==> src/rtl/ticktimer8_pkg.sv <==
package ticktimer8_pkg;
  localparam int CNT_W = 8;
  localparam int PRE_W = 10;

  localparam logic [1:0] ADR_CTL   = 2'd0;
  localparam logic [1:0] ADR_COUNT = 2'd1;
  localparam logic [1:0] ADR_CMP   = 2'd2;
  localparam logic [1:0] ADR_FLAGS = 2'd3;

  // low prescaler bits that must all be one for a tick at this rate code
  function automatic logic [PRE_W-1:0] tap_mask(input logic [2:0] rate);
    case (rate)
      3'd2:    tap_mask = PRE_W'(7);
      3'd3:    tap_mask = PRE_W'(31);
      3'd4:    tap_mask = PRE_W'(63);
      3'd5:    tap_mask = PRE_W'(127);
      3'd6:    tap_mask = PRE_W'(255);
      3'd7:    tap_mask = PRE_W'(1023);
      default: tap_mask = '0;
    endcase
  endfunction

  function automatic logic rate_tick(input logic [PRE_W-1:0] pre, input logic [2:0] rate);
    rate_tick = (rate != 3'd0) && ((pre & tap_mask(rate)) == tap_mask(rate));
  endfunction

  // one step of the up/down sweep; returns {next_up, next_count}
  function automatic logic [CNT_W:0] sweep_step(input logic [CNT_W-1:0] c, input logic up);
    if (up) begin
      if (c == '1) sweep_step = {1'b0, c - 1'b1};
      else         sweep_step = {1'b1, c + 1'b1};
    end else begin
      if (c == '0) sweep_step = {1'b1, c + 1'b1};
      else         sweep_step = {1'b0, c - 1'b1};
    end
  endfunction
endpackage

==> src/rtl/ticktimer8_prescale.sv <==
module ticktimer8_prescale
  import ticktimer8_pkg::*;
(
  input  logic       clk,
  input  logic       rst_n,
  input  logic [2:0] rate,
  output logic       tick_o
);
  logic [PRE_W-1:0] pre_q;

  always_ff @(posedge clk) begin
    if (!rst_n)             pre_q <= '0;
    else if (rate == 3'd0)  pre_q <= '0;
    else                    pre_q <= pre_q + 1'b1;
  end

  assign tick_o = rate_tick(pre_q, rate);
endmodule

==> src/rtl/ticktimer8_edge.sv <==
module ticktimer8_edge #(
  parameter int SYNC = 2
) (
  input  logic clk,
  input  logic rst_n,
  input  logic pin,
  input  logic fall_sel,
  output logic edge_o
);
  logic [SYNC:0] sh_q;

  always_ff @(posedge clk) begin
    if (!rst_n) sh_q <= '0;
    else        sh_q <= {sh_q[SYNC-1:0], pin};
  end

  logic now_v, was_v;
  assign now_v  = sh_q[SYNC-1];
  assign was_v  = sh_q[SYNC];
  assign edge_o = fall_sel ? (was_v & ~now_v) : (now_v & ~was_v);
endmodule

==> src/rtl/ticktimer8_core.sv <==
module ticktimer8_core
  import ticktimer8_pkg::*;
(
  input  logic             clk,
  input  logic             rst_n,
  input  logic             tick,
  input  logic             sweep,
  input  logic             load,
  input  logic [CNT_W-1:0] load_val,
  input  logic [CNT_W-1:0] cmp_eff,
  output logic [CNT_W-1:0] cnt_o,
  output logic             up_o,
  output logic             wrap_ev,
  output logic             match_ev,
  output logic             top_ev
);
  logic [CNT_W-1:0] cnt_q;
  logic             up_q;
  logic [CNT_W:0]   step;
  logic             adv;

  assign adv      = tick && !load;
  assign step     = sweep_step(cnt_q, up_q);
  assign match_ev = adv && (cnt_q == cmp_eff);
  assign top_ev   = adv && sweep && up_q && (cnt_q == '1);
  assign wrap_ev  = adv && (sweep ? (!up_q && cnt_q == '0) : (cnt_q == '1));

  always_ff @(posedge clk) begin
    if (!rst_n) begin
      cnt_q <= '0;
      up_q  <= 1'b1;
    end else begin
      if (load) cnt_q <= load_val;
      else if (tick) cnt_q <= sweep ? step[CNT_W-1:0] : cnt_q + 1'b1;
      if (!sweep)   up_q <= 1'b1;
      else if (adv) up_q <= step[CNT_W];
    end
  end

  assign cnt_o = cnt_q;
  assign up_o  = up_q;
endmodule

==> src/rtl/ticktimer8.sv <==
module ticktimer8
  import ticktimer8_pkg::*;
(
  input  logic             clk,
  input  logic             rst_n,
  input  logic             bus_we,
  input  logic [1:0]       bus_addr,
  input  logic [CNT_W-1:0] bus_wdata,
  input  logic             ext_pin,
  output logic [CNT_W-1:0] count_o,
  output logic [CNT_W-1:0] compare_o,
  output logic [1:0]       flags_o,
  output logic             pwm_o
);
  logic [5:0]       ctl_q;
  logic [CNT_W-1:0] cmp_buf_q, cmp_act_q, cmp_eff;
  logic [1:0]       flag_q;
  logic             pwm_q;

  logic [2:0] rate;
  logic       sweep, ext_on, ext_fall, stopped;
  assign rate     = ctl_q[2:0];
  assign sweep    = ctl_q[3];
  assign ext_on   = ctl_q[4];
  assign ext_fall = ctl_q[5];
  assign stopped  = (rate == 3'd0) && !ext_on;

  logic ctl_wr, cnt_wr, cmp_wr, flg_wr;
  assign ctl_wr = bus_we && bus_addr == ADR_CTL;
  assign cnt_wr = bus_we && bus_addr == ADR_COUNT;
  assign cmp_wr = bus_we && bus_addr == ADR_CMP;
  assign flg_wr = bus_we && bus_addr == ADR_FLAGS;

  logic [1:0] flag_clr;
  assign flag_clr = flg_wr ? bus_wdata[1:0] : 2'b00;

  logic pre_tick, pin_edge, tick;
  ticktimer8_prescale u_pre (
    .clk(clk), .rst_n(rst_n), .rate(rate), .tick_o(pre_tick)
  );
  ticktimer8_edge #(.SYNC(2)) u_edge (
    .clk(clk), .rst_n(rst_n), .pin(ext_pin), .fall_sel(ext_fall), .edge_o(pin_edge)
  );
  assign tick = ext_on ? pin_edge : pre_tick;

  logic [CNT_W-1:0] cnt;
  logic             up, wrap_ev, match_ev, top_ev;
  ticktimer8_core u_core (
    .clk(clk), .rst_n(rst_n), .tick(tick), .sweep(sweep),
    .load(cnt_wr), .load_val(bus_wdata), .cmp_eff(cmp_eff),
    .cnt_o(cnt), .up_o(up), .wrap_ev(wrap_ev), .match_ev(match_ev), .top_ev(top_ev)
  );

  assign cmp_eff = sweep ? cmp_act_q : cmp_buf_q;

  always_ff @(posedge clk) begin
    if (!rst_n) begin
      ctl_q     <= '0;
      cmp_buf_q <= '0;
      cmp_act_q <= '0;
      flag_q    <= '0;
      pwm_q     <= 1'b1;
    end else begin
      if (ctl_wr) ctl_q <= bus_wdata[5:0];
      if (cmp_wr) cmp_buf_q <= bus_wdata;
      if (!sweep || top_ev) cmp_act_q <= cmp_buf_q;
      flag_q[0] <= (flag_q[0] & ~flag_clr[0]) | wrap_ev;
      flag_q[1] <= (flag_q[1] & ~flag_clr[1]) | match_ev;
      if (!sweep)        pwm_q <= 1'b1;
      else if (match_ev) pwm_q <= !up;
    end
  end

  assign count_o   = cnt;
  assign compare_o = cmp_buf_q;
  assign flags_o   = flag_q;
  assign pwm_o     = sweep && ((cmp_eff == '1) || ((cmp_eff != '0) && pwm_q));
endmodule

==> config.mk <==
export PLATFORM = sky130hd
export DESIGN_NAME = ticktimer8
export DESIGN_NICKNAME = d
export VERILOG_FILES = /design/src/rtl/ticktimer8_pkg.sv /design/src/rtl/ticktimer8_prescale.sv /design/src/rtl/ticktimer8_edge.sv /design/src/rtl/ticktimer8_core.sv /design/src/rtl/ticktimer8.sv
export SDC_FILE = /design/constraint.sdc
export NUM_CORES = 1
export LEC_CHECK = 0
export ABC_AREA = 1
export BUFFER_PORTS_ARGS = -buffer_cell sky130_fd_sc_hd__buf_2
export CORE_MARGIN = 3
export CORE_UTILIZATION = 32
export CTS_CLUSTER_DIAMETER = 120
export DETAILED_ROUTE_END_ITERATION = 16
export GPL_TIMING_DRIVEN = 0
export PLACE_DENSITY_LB_ADDON = 0.25
export SETUP_SLACK_MARGIN = 0.15
export SYNTH_ARGS = -nofsm -noshare
export SYNTH_HDL_FRONTEND = slang
export SYNTH_SLANG_ARGS = --single-unit
==> constraint.sdc <==
create_clock -name clk -period 3.1 [get_ports clk]
set_input_delay 0.155 -clock clk [delete_from_list [all_inputs] [get_ports clk]]
set_output_delay 0.155 -clock clk [all_outputs]
set_load 0.005 [all_outputs]
==> flow_summary_export.csv, run 1 <==
group,metric,value,unit
run_status,outcome,"finished clean",
logic_synthesis,yosysMostFrequentCell,"nand2_1",
drt,drt_first_pass_iters,4,
clocking,cts_tree,"done",
floorplanning,die_w,97.56,um
clocking,cts.htree.levels,2,
logic_synthesis,synth-edff-count,0,
power_and_ir_drop,leakage,1.356,nW
cells_and_area,multi_input_area,0.001475,sq mm
global_route,antenna_found_initial,0,
clocking,postCtsSetupRepairBufs,0,
logic_synthesis,synth_cell_types,32,
floorplanning,die_area,0.009518,sq mm
setup_path,path_max_fanout,10,
cells_and_area,nets,462,
timing,layout_min_cycle_time,1.935,ns
clocking,cts_buffer_depth,2,
drt,antenna_left,0,
power_and_ir_drop,power_density,420.9,mW/mm^2
timing,setup_viol_count_final,0,
floorplanning,ios,33,
clocking,clkTransAtPathRegs,0.09,ns
cells_and_area,areaGrowthSynthToFinish,14.09,%
floorplanning,initial_core_util,33.84,%
timing,drv_slew,0,
clocking,cts_resized,0,
hold_path,hp-class,"in -> reg",
setup_path,cp_cell_sequence,"buf_2, o21ai_0, nand4_1, o21ai_0, a21oi_1, buf_2",
cells_and_area,utilization,38.60,%
global_route,grt_usage,14.79,%
timing,rsz0062_at_grt,"no",
setup_path,end_kind,"primary output",
floorplanning,die_h,97.56,um
timing,hold_viol,0,
drt,routed_wl,6.770,mm
floorplanning,row_count,32,
logic_synthesis,synth_top_cell_area_share,35.07,%
timing,worstMarginPinSlew,0.5860,ns
logic_synthesis,synthSimpleGateAreaFrac,35.68,%
logic_synthesis,synth_adder_area_share,1.866,%
drt,drc,0,
setup_path,crit_required,2.94,ns
job,drv_cap,0,
logic_synthesis,ys.warnings.count,0,
logic_synthesis,avgSynthCellArea,6.607,sq um
placement,hpwl,5.324,mm
drt,viasPerCell,4.662,
timing,fin_crit_sh,62.40,%
logic_synthesis,synth-seq-cells,47,
cells_and_area,fill_cells,900,
setup_path,max_stage_delay,0.42,ns
setup_path,cp_slowest_cell,"o21ai_0",
cells_and_area,antenna_cells,0,
logic_synthesis,synth_top_family_by_area,"simple AND/OR/NAND/NOR gates",
global_route,grt_pass1_wl,11.74,mm
clocking,cts_hold_buf,0,
timing,fin_skew,0.01292,ns
timing,setup_slack,1.165,ns
global_route,grt.overflow.total,0,
logic_synthesis,synth_cells,406,
setup_path,critPathArrivalTime,1.78,ns
setup_path,start_kind,"flip-flop",
placement,place_area,0.002965,sq mm
timing,relSlewSlack,60.63,%
timing,hold_ws,0.03518,ns
logic_synthesis,ys_seq_area_share,35.07,%
global_route,grt_pass1_vias,2417,
logic_synthesis,synth-compound-area-share,12.87,%
logic_synthesis,synth_fp_nets,424,
drt,route.vias.total,2550,
logic_synthesis,async_reset_ff_share,0,%
cells_and_area,final_area,0.003060,sq mm
placement,dp_slack,1.205,ns
floorplanning,core,0.007928,sq mm
logic_synthesis,yosys.area.top_type,"dfxtp_1",
logic_synthesis,synthXorXnorAreaFrac,4.571,%
logic_synthesis,synth_ff_type,"dfxtp_1",
placement,gp_congestion,0.8003,
logic_synthesis,synth_commonest_cells,"87 x nand2_1, 66 x nor2_1, 47 x dfxtp_1, 47 x inv_1, 33 x o21ai_0",
clocking,cts_sinks,47,
power_and_ir_drop,ir_drop,0.1930,mV
clocking,cts_buffers,5,
logic_synthesis,synth_area,0.002683,sq mm
timing,setup-tns-final,0,ns
clocking,ctsRootBufferMaster,"clkbuf_8",
setup_path,critPathKind,"reg -> out",
logic_synthesis,synth_mux_area_share,0,%
timing,fmax,516.9,MHz
cells_and_area,layout-drive-gt1-share,14.61,%
drt,drtIter0Drc,76,
cells_and_area,register_area,940.9,sq um
setup_path,rrSetupSlack,1.19,ns
placement,portBuffers,31,
logic_synthesis,netlist_top_cells_area,"dfxtp_1 35%, nand2_1 12%, nor2_1 9.2%",
power_and_ir_drop,p_total,1.288,mW
global_route,grt_max_degree,15,
cells_and_area,stdcell_count,547,
clocking,clk_latency,0.31,ns
placement,placed_cells,539,
drt,wl_per_cell,12.38,um
## registers in the layout, summed over array words and instances, names as in the netlist
signal and cells:
u_core.up_o 1, u_edge.sh_q 3, compare_o 8, flags_o 2, u_core.cnt_o 8, pwm_q 1
cmp_act_q 8, ctl_q 6, u_pre.pre_q 10
## cell families after synthesis
family,Yosys count
buf+inv,64
fa+ha+maj,4
xor+xnor,14
flops,47
compound gates,66
simple gates,211
## power breakdown
part | internal [mW] | switching [mW] | total (mW)
Sequential | 0.629 | 0.0232 | 0.652
Combinational | 0.0921 | 0.152 | 0.244
Clock | 0.183 | 0.210 | 0.393
## worst max-delay path, delay by kind of cell (launching register included)
kind / cells / cell delay (ns)
AO/OA/AOI/OAI: 3 / 0.70
buffers and inverters: 2 / 0.30
flip-flops: 1 / 0.34
AND/OR/NAND/NOR: 1 / 0.13
## area by class of cell
type | count | share of cell area (%)
Clock buffer | 7 | 2.821
Inverter | 52 | 6.378
Clock inverter | 1 | 0.2862
Buffer | 12 | 2.330
Sequential cell | 47 | 30.74
Multi-Input combinational cell | 295 | 48.20
Tap cell | 102 | 4.170
Timing Repair Buffer | 31 | 5.069
## metal layers
| metal | wire length, um | GRT usage [%] |
|---|---|---|
| met5 | 0 | 0 |
| met4 | 65 | 3.408 |
| met3 | 238 | 2.656 |
| met2 | 3224 | 25.30 |
| met1 | 3241 | 19.31 |
## final timing paths
| kind | to | cells past startpoint | startpoint |
|---|---|---|---|
| setup / recovery | pwm_o | 6 | ctl_q[3] |
| hold / removal | u_edge.sh_q[0] | 3 | ext_pin |
| setup reg to reg | u_core.cnt_o[2] | 13 | u_core.cnt_o[0] |
| hold reg to reg | u_edge.sh_q[1] | 2 | u_edge.sh_q[0] |
## placed cells by master, fill, tap and decap left out, drive strengths merged
master,n
clkinv,3
xor2,13
nand3,31
nor3,4
dfxtp,47
inv,50
o21ai,33
nor2,68
nand3b,2
xnor2,1
o211ai,1
nor3b,1
or2,1
nand2,92
a21oi,30
clkbuf,11
nand4,10
buf,39
nor4,2
o21bai,1
ha,4
o21a,1
No activity file was read; power rests on OpenSTA's default activity.
==> inputs of run 2 (changes only) <==
--- a/config.mk
+++ b/config.mk
@@ -5,7 +5,7 @@
 export SDC_FILE = /design/constraint.sdc
 export NUM_CORES = 1
 export LEC_CHECK = 0
-export ABC_AREA = 1
+export ABC_AREA = 0
 export BUFFER_PORTS_ARGS = -buffer_cell sky130_fd_sc_hd__buf_2
 export CORE_MARGIN = 3
 export CORE_UTILIZATION = 32
==> constraint.sdc (replaced) <==
create_clock -name clk -period 1.9 [get_ports clk]
set_input_delay 0.095 -clock clk [delete_from_list [all_inputs] [get_ports clk]]
set_output_delay 0.095 -clock clk [all_outputs]
set_load 0.005 [all_outputs]
==> run 2 against run 1 <==
Power is 68% higher. Sequential share of layout area fell by 3.9 points. Critical path depth up 3. Critical endpoint is now u_core.cnt_o[4]. Routed wire length is 14% higher. Area after synthesis shrank 4.6%.
==> flow_summary_export.csv, run 2 <==
group,metric,value,unit
floorplanning,die_w,95.42,um
job,drv_cap,0,
logic_synthesis,yosysMostFrequentCell,"dfxtp_1",
setup_path,start_kind,"flip-flop",
clocking,cts_buffer_depth,2,
logic_synthesis,ys.warnings.count,0,
logic_synthesis,avgSynthCellArea,8.703,sq um
logic_synthesis,synth_commonest_cells,"47 x dfxtp_1, 26 x o21ai_0, 25 x nand2_1, 21 x mux2i_1, 20 x nor2_1",
setup_path,critPathKind,"reg -> reg",
floorplanning,initial_core_util,34.18,%
cells_and_area,top_register,"u_pre.pre_q",
placement,hpwl,5.082,mm
global_route,grt_use_met2,30.61,%
global_route,use_met1,22.72,%
logic_synthesis,ys_seq_area_share,36.77,%
timing,rsz0062_at_grt,"yes",
global_route,grt_usage,17.66,%
drt,drc,0,
logic_synthesis,netlist_top_cells_area,"dfxtp_1 37%, mux2i_1 8.2%, xnor2_1 5.1%",
clocking,ctsRootBufferMaster,"clkbuf_8",
clocking,cts_buffers,5,
drt,route.vias.total,2478,
clocking,clkTransAtPathRegs,0.09,ns
drt,antenna_left,0,
global_route,grt_max_degree,14,
global_route,grt.overflow.total,0,
logic_synthesis,synth_cell_types,52,
timing,hold_ws,0.01165,ns
timing,drv_slew,0,
global_route,antenna_found_initial,0,
logic_synthesis,synth_top_family_by_area,"simple AND/OR/NAND/NOR gates",
floorplanning,die_h,95.42,um
cells_and_area,layout-drive-gt1-share,43.47,%
logic_synthesis,synth_cells,294,
timing,fin_skew,0.01329,ns
cells_and_area,nets,392,
power_and_ir_drop,clockPowerShare,31.0,%
clocking,cts_sinks,47,
placement,gp_congestion,0.8899,
global_route,grt_pass1_wl,12.44,mm
logic_synthesis,synth-compound-area-share,17.90,%
logic_synthesis,synthSimpleGateAreaFrac,24.11,%
cells_and_area,antenna_cells,0,
power_and_ir_drop,ir_drop,0.3131,mV
setup_path,end_kind,"flip-flop",
power_and_ir_drop,p_sw_share,27.74,%
placement,portBuffers,32,
drt,viasPerCell,5.228,
floorplanning,row_count,31,
run_status,outcome,"finished clean",
power_and_ir_drop,intPower,1.563,mW
logic_synthesis,synth_mux_area_share,8.655,%
power_and_ir_drop,power_density,589.1,mW/mm^2
logic_synthesis,synth-seq-cells,47,
floorplanning,die_area,0.009105,sq mm
timing,worstMarginPinSlew,0.7417,ns
global_route,top_usage_layer,"met2",
floorplanning,core,0.007486,sq mm
setup_path,crit_family,"compound AO/OA/AOI/OAI gates",
hold_path,hp-class,"in -> reg",
cells_and_area,largest_reg_flops,10,
setup_path,crit_required,2.07,ns
power_and_ir_drop,power.switching,0.5999,mW
clocking,cts_tree,"done",
power_and_ir_drop,pwr-share-comb,20.3,%
timing,fin_crit_sh,98.33,%
cells_and_area,layout_commonest_cell,"buf_4",
cells_and_area,stdcell_count,474,
setup_path,cp_cell_sequence,"inv_4, ha_4, nor4b_4, a21boi_2, buf_4, nand4_1, a211oi_2, xnor2_1, a21oi_1",
setup_path,cp_slowest_cell,"dfxtp_4",
clocking,cts.htree.levels,2,
timing,hold_viol,0,
clocking,clk_latency,0.30,ns
drt,drt_first_pass_iters,4,
timing,relSlewSlack,50.56,%
drt,wl_per_cell,16.31,um
power_and_ir_drop,seqPwrFrac,48.7,%
logic_synthesis,synth_area,0.002559,sq mm
cells_and_area,areaGrowthSynthToFinish,43.47,%
logic_synthesis,async_reset_ff_share,0,%
power_and_ir_drop,leakage,1.390,nW
logic_synthesis,yosys.area.top_type,"dfxtp_1",
timing,layout_min_cycle_time,1.868,ns
logic_synthesis,synth_fp_nets,312,
setup_path,max_stage_delay,0.39,ns
cells_and_area,layout_common_cells,"36 x buf_4, 32 x buf_2, 28 x dfxtp_1, 24 x nand2_1, 19 x nor2_1",
timing,fmax,535.3,MHz
logic_synthesis,synth_adder_area_share,1.956,%
placement,placed_cells,425,
setup_path,path_buf_inv,2,
logic_synthesis,synth-edff-count,0,
logic_synthesis,synth_ff_type,"dfxtp_1",
drt,routed_wl,7.729,mm
setup_path,path_max_fanout,4,
floorplanning,ios,33,
global_route,grt_pass1_vias,2460,
logic_synthesis,synth_top_cell_area_share,36.77,%
timing,setup_viol_count_final,0,
drt,drtIter0Drc,128,
logic_synthesis,synthXorXnorAreaFrac,7.188,%
setup_path,critPathArrivalTime,2.04,ns
global_route,grtUsageMet3,2.920,%
[run 2: what timing repair did]
action / in CTS / in global routing
pin swaps: 24 / 23
hold buffers: 0 / 0
resized for setup: 78 / 27
buffers inserted: 30 / 10
gates cloned: 1 / 0
endpoints found under the setup margin: 21 / 19
[run 2: kinds of logic after synthesis]
logic type | count (synthesis)
AO/OA/AOI/OAI | 66
XOR/XNOR | 21
adder cells (fa/ha/maj) | 4
buffers and inverters | 19
flip-flops | 47
multiplexers | 22
AND/OR/NAND/NOR | 115
[run 2: per-layer routing]
layer,up-vias,share of wire (%)
li1,1213,-
met1,1175,45
met2,74,49
met3,16,4.3
met4,0,1.8
met5,-,0
[run 2: path summary, 6_finish.rpt]
| path | startpoint | cells past startpoint | endpoint | slack (ns) |
|---|---|---|---|---|
| worst max register to register | u_core.cnt_o[1] | 9 | u_core.cnt_o[4] | 0.03 |
| worst min register to register | u_edge.sh_q[0] | 1 | u_edge.sh_q[1] | 0.44 |
| worst min-delay path | ext_pin | 2 | u_edge.sh_q[0] | 0.01 |
| worst max-delay path | u_core.cnt_o[1] | 9 | u_core.cnt_o[4] | 0.03 |
[run 2: power groups by stage]
stage / Sequential, mW / Clock (mW) / Combinational (mW)
after detailed placement: 1.08 / 0 / 0.300
after floorplan: 1.07 / 0 / 0.202
after global placement: 1.08 / 0 / 0.298
after global routing: 1.06 / 0.715 / 0.476
final: 1.05 / 0.670 / 0.439
after CTS: 1.05 / 0.688 / 0.400
[run 2: per-stage QoR]
| stage | util [%] | setup slack (ns) | area [sq um] | TNS [ns] | total power [mW] |
|---|---|---|---|---|---|
| global route | 49.04 | -0.07022 | 3671 | -0.2294 | 2.249 |
| CTS | 46.85 | -0.002084 | 3507 | -0.002084 | 2.140 |
| detailed placement | 38.66 | -0.2176 | 2894 | -2.197 | 1.379 |
| finish | 49.04 | 0.03172 | 3671 | 0 | 2.163 |
| global placement | 38.66 | -0.2063 | 2894 | -2.057 | 1.376 |
| floorplan | - | 0.1041 | 2610 | 0 | 1.272 |
[run 2: layout make-up]
type	count	area (sq um)
Tap cell	99	123.9
Sequential cell	47	984.7
Fill cell	702	3815
Clock buffer	8	100.1
Inverter	4	20.02
Timing Repair Buffer	73	499.2
Buffer	15	127.6
Multi-Input combinational cell	228	1815
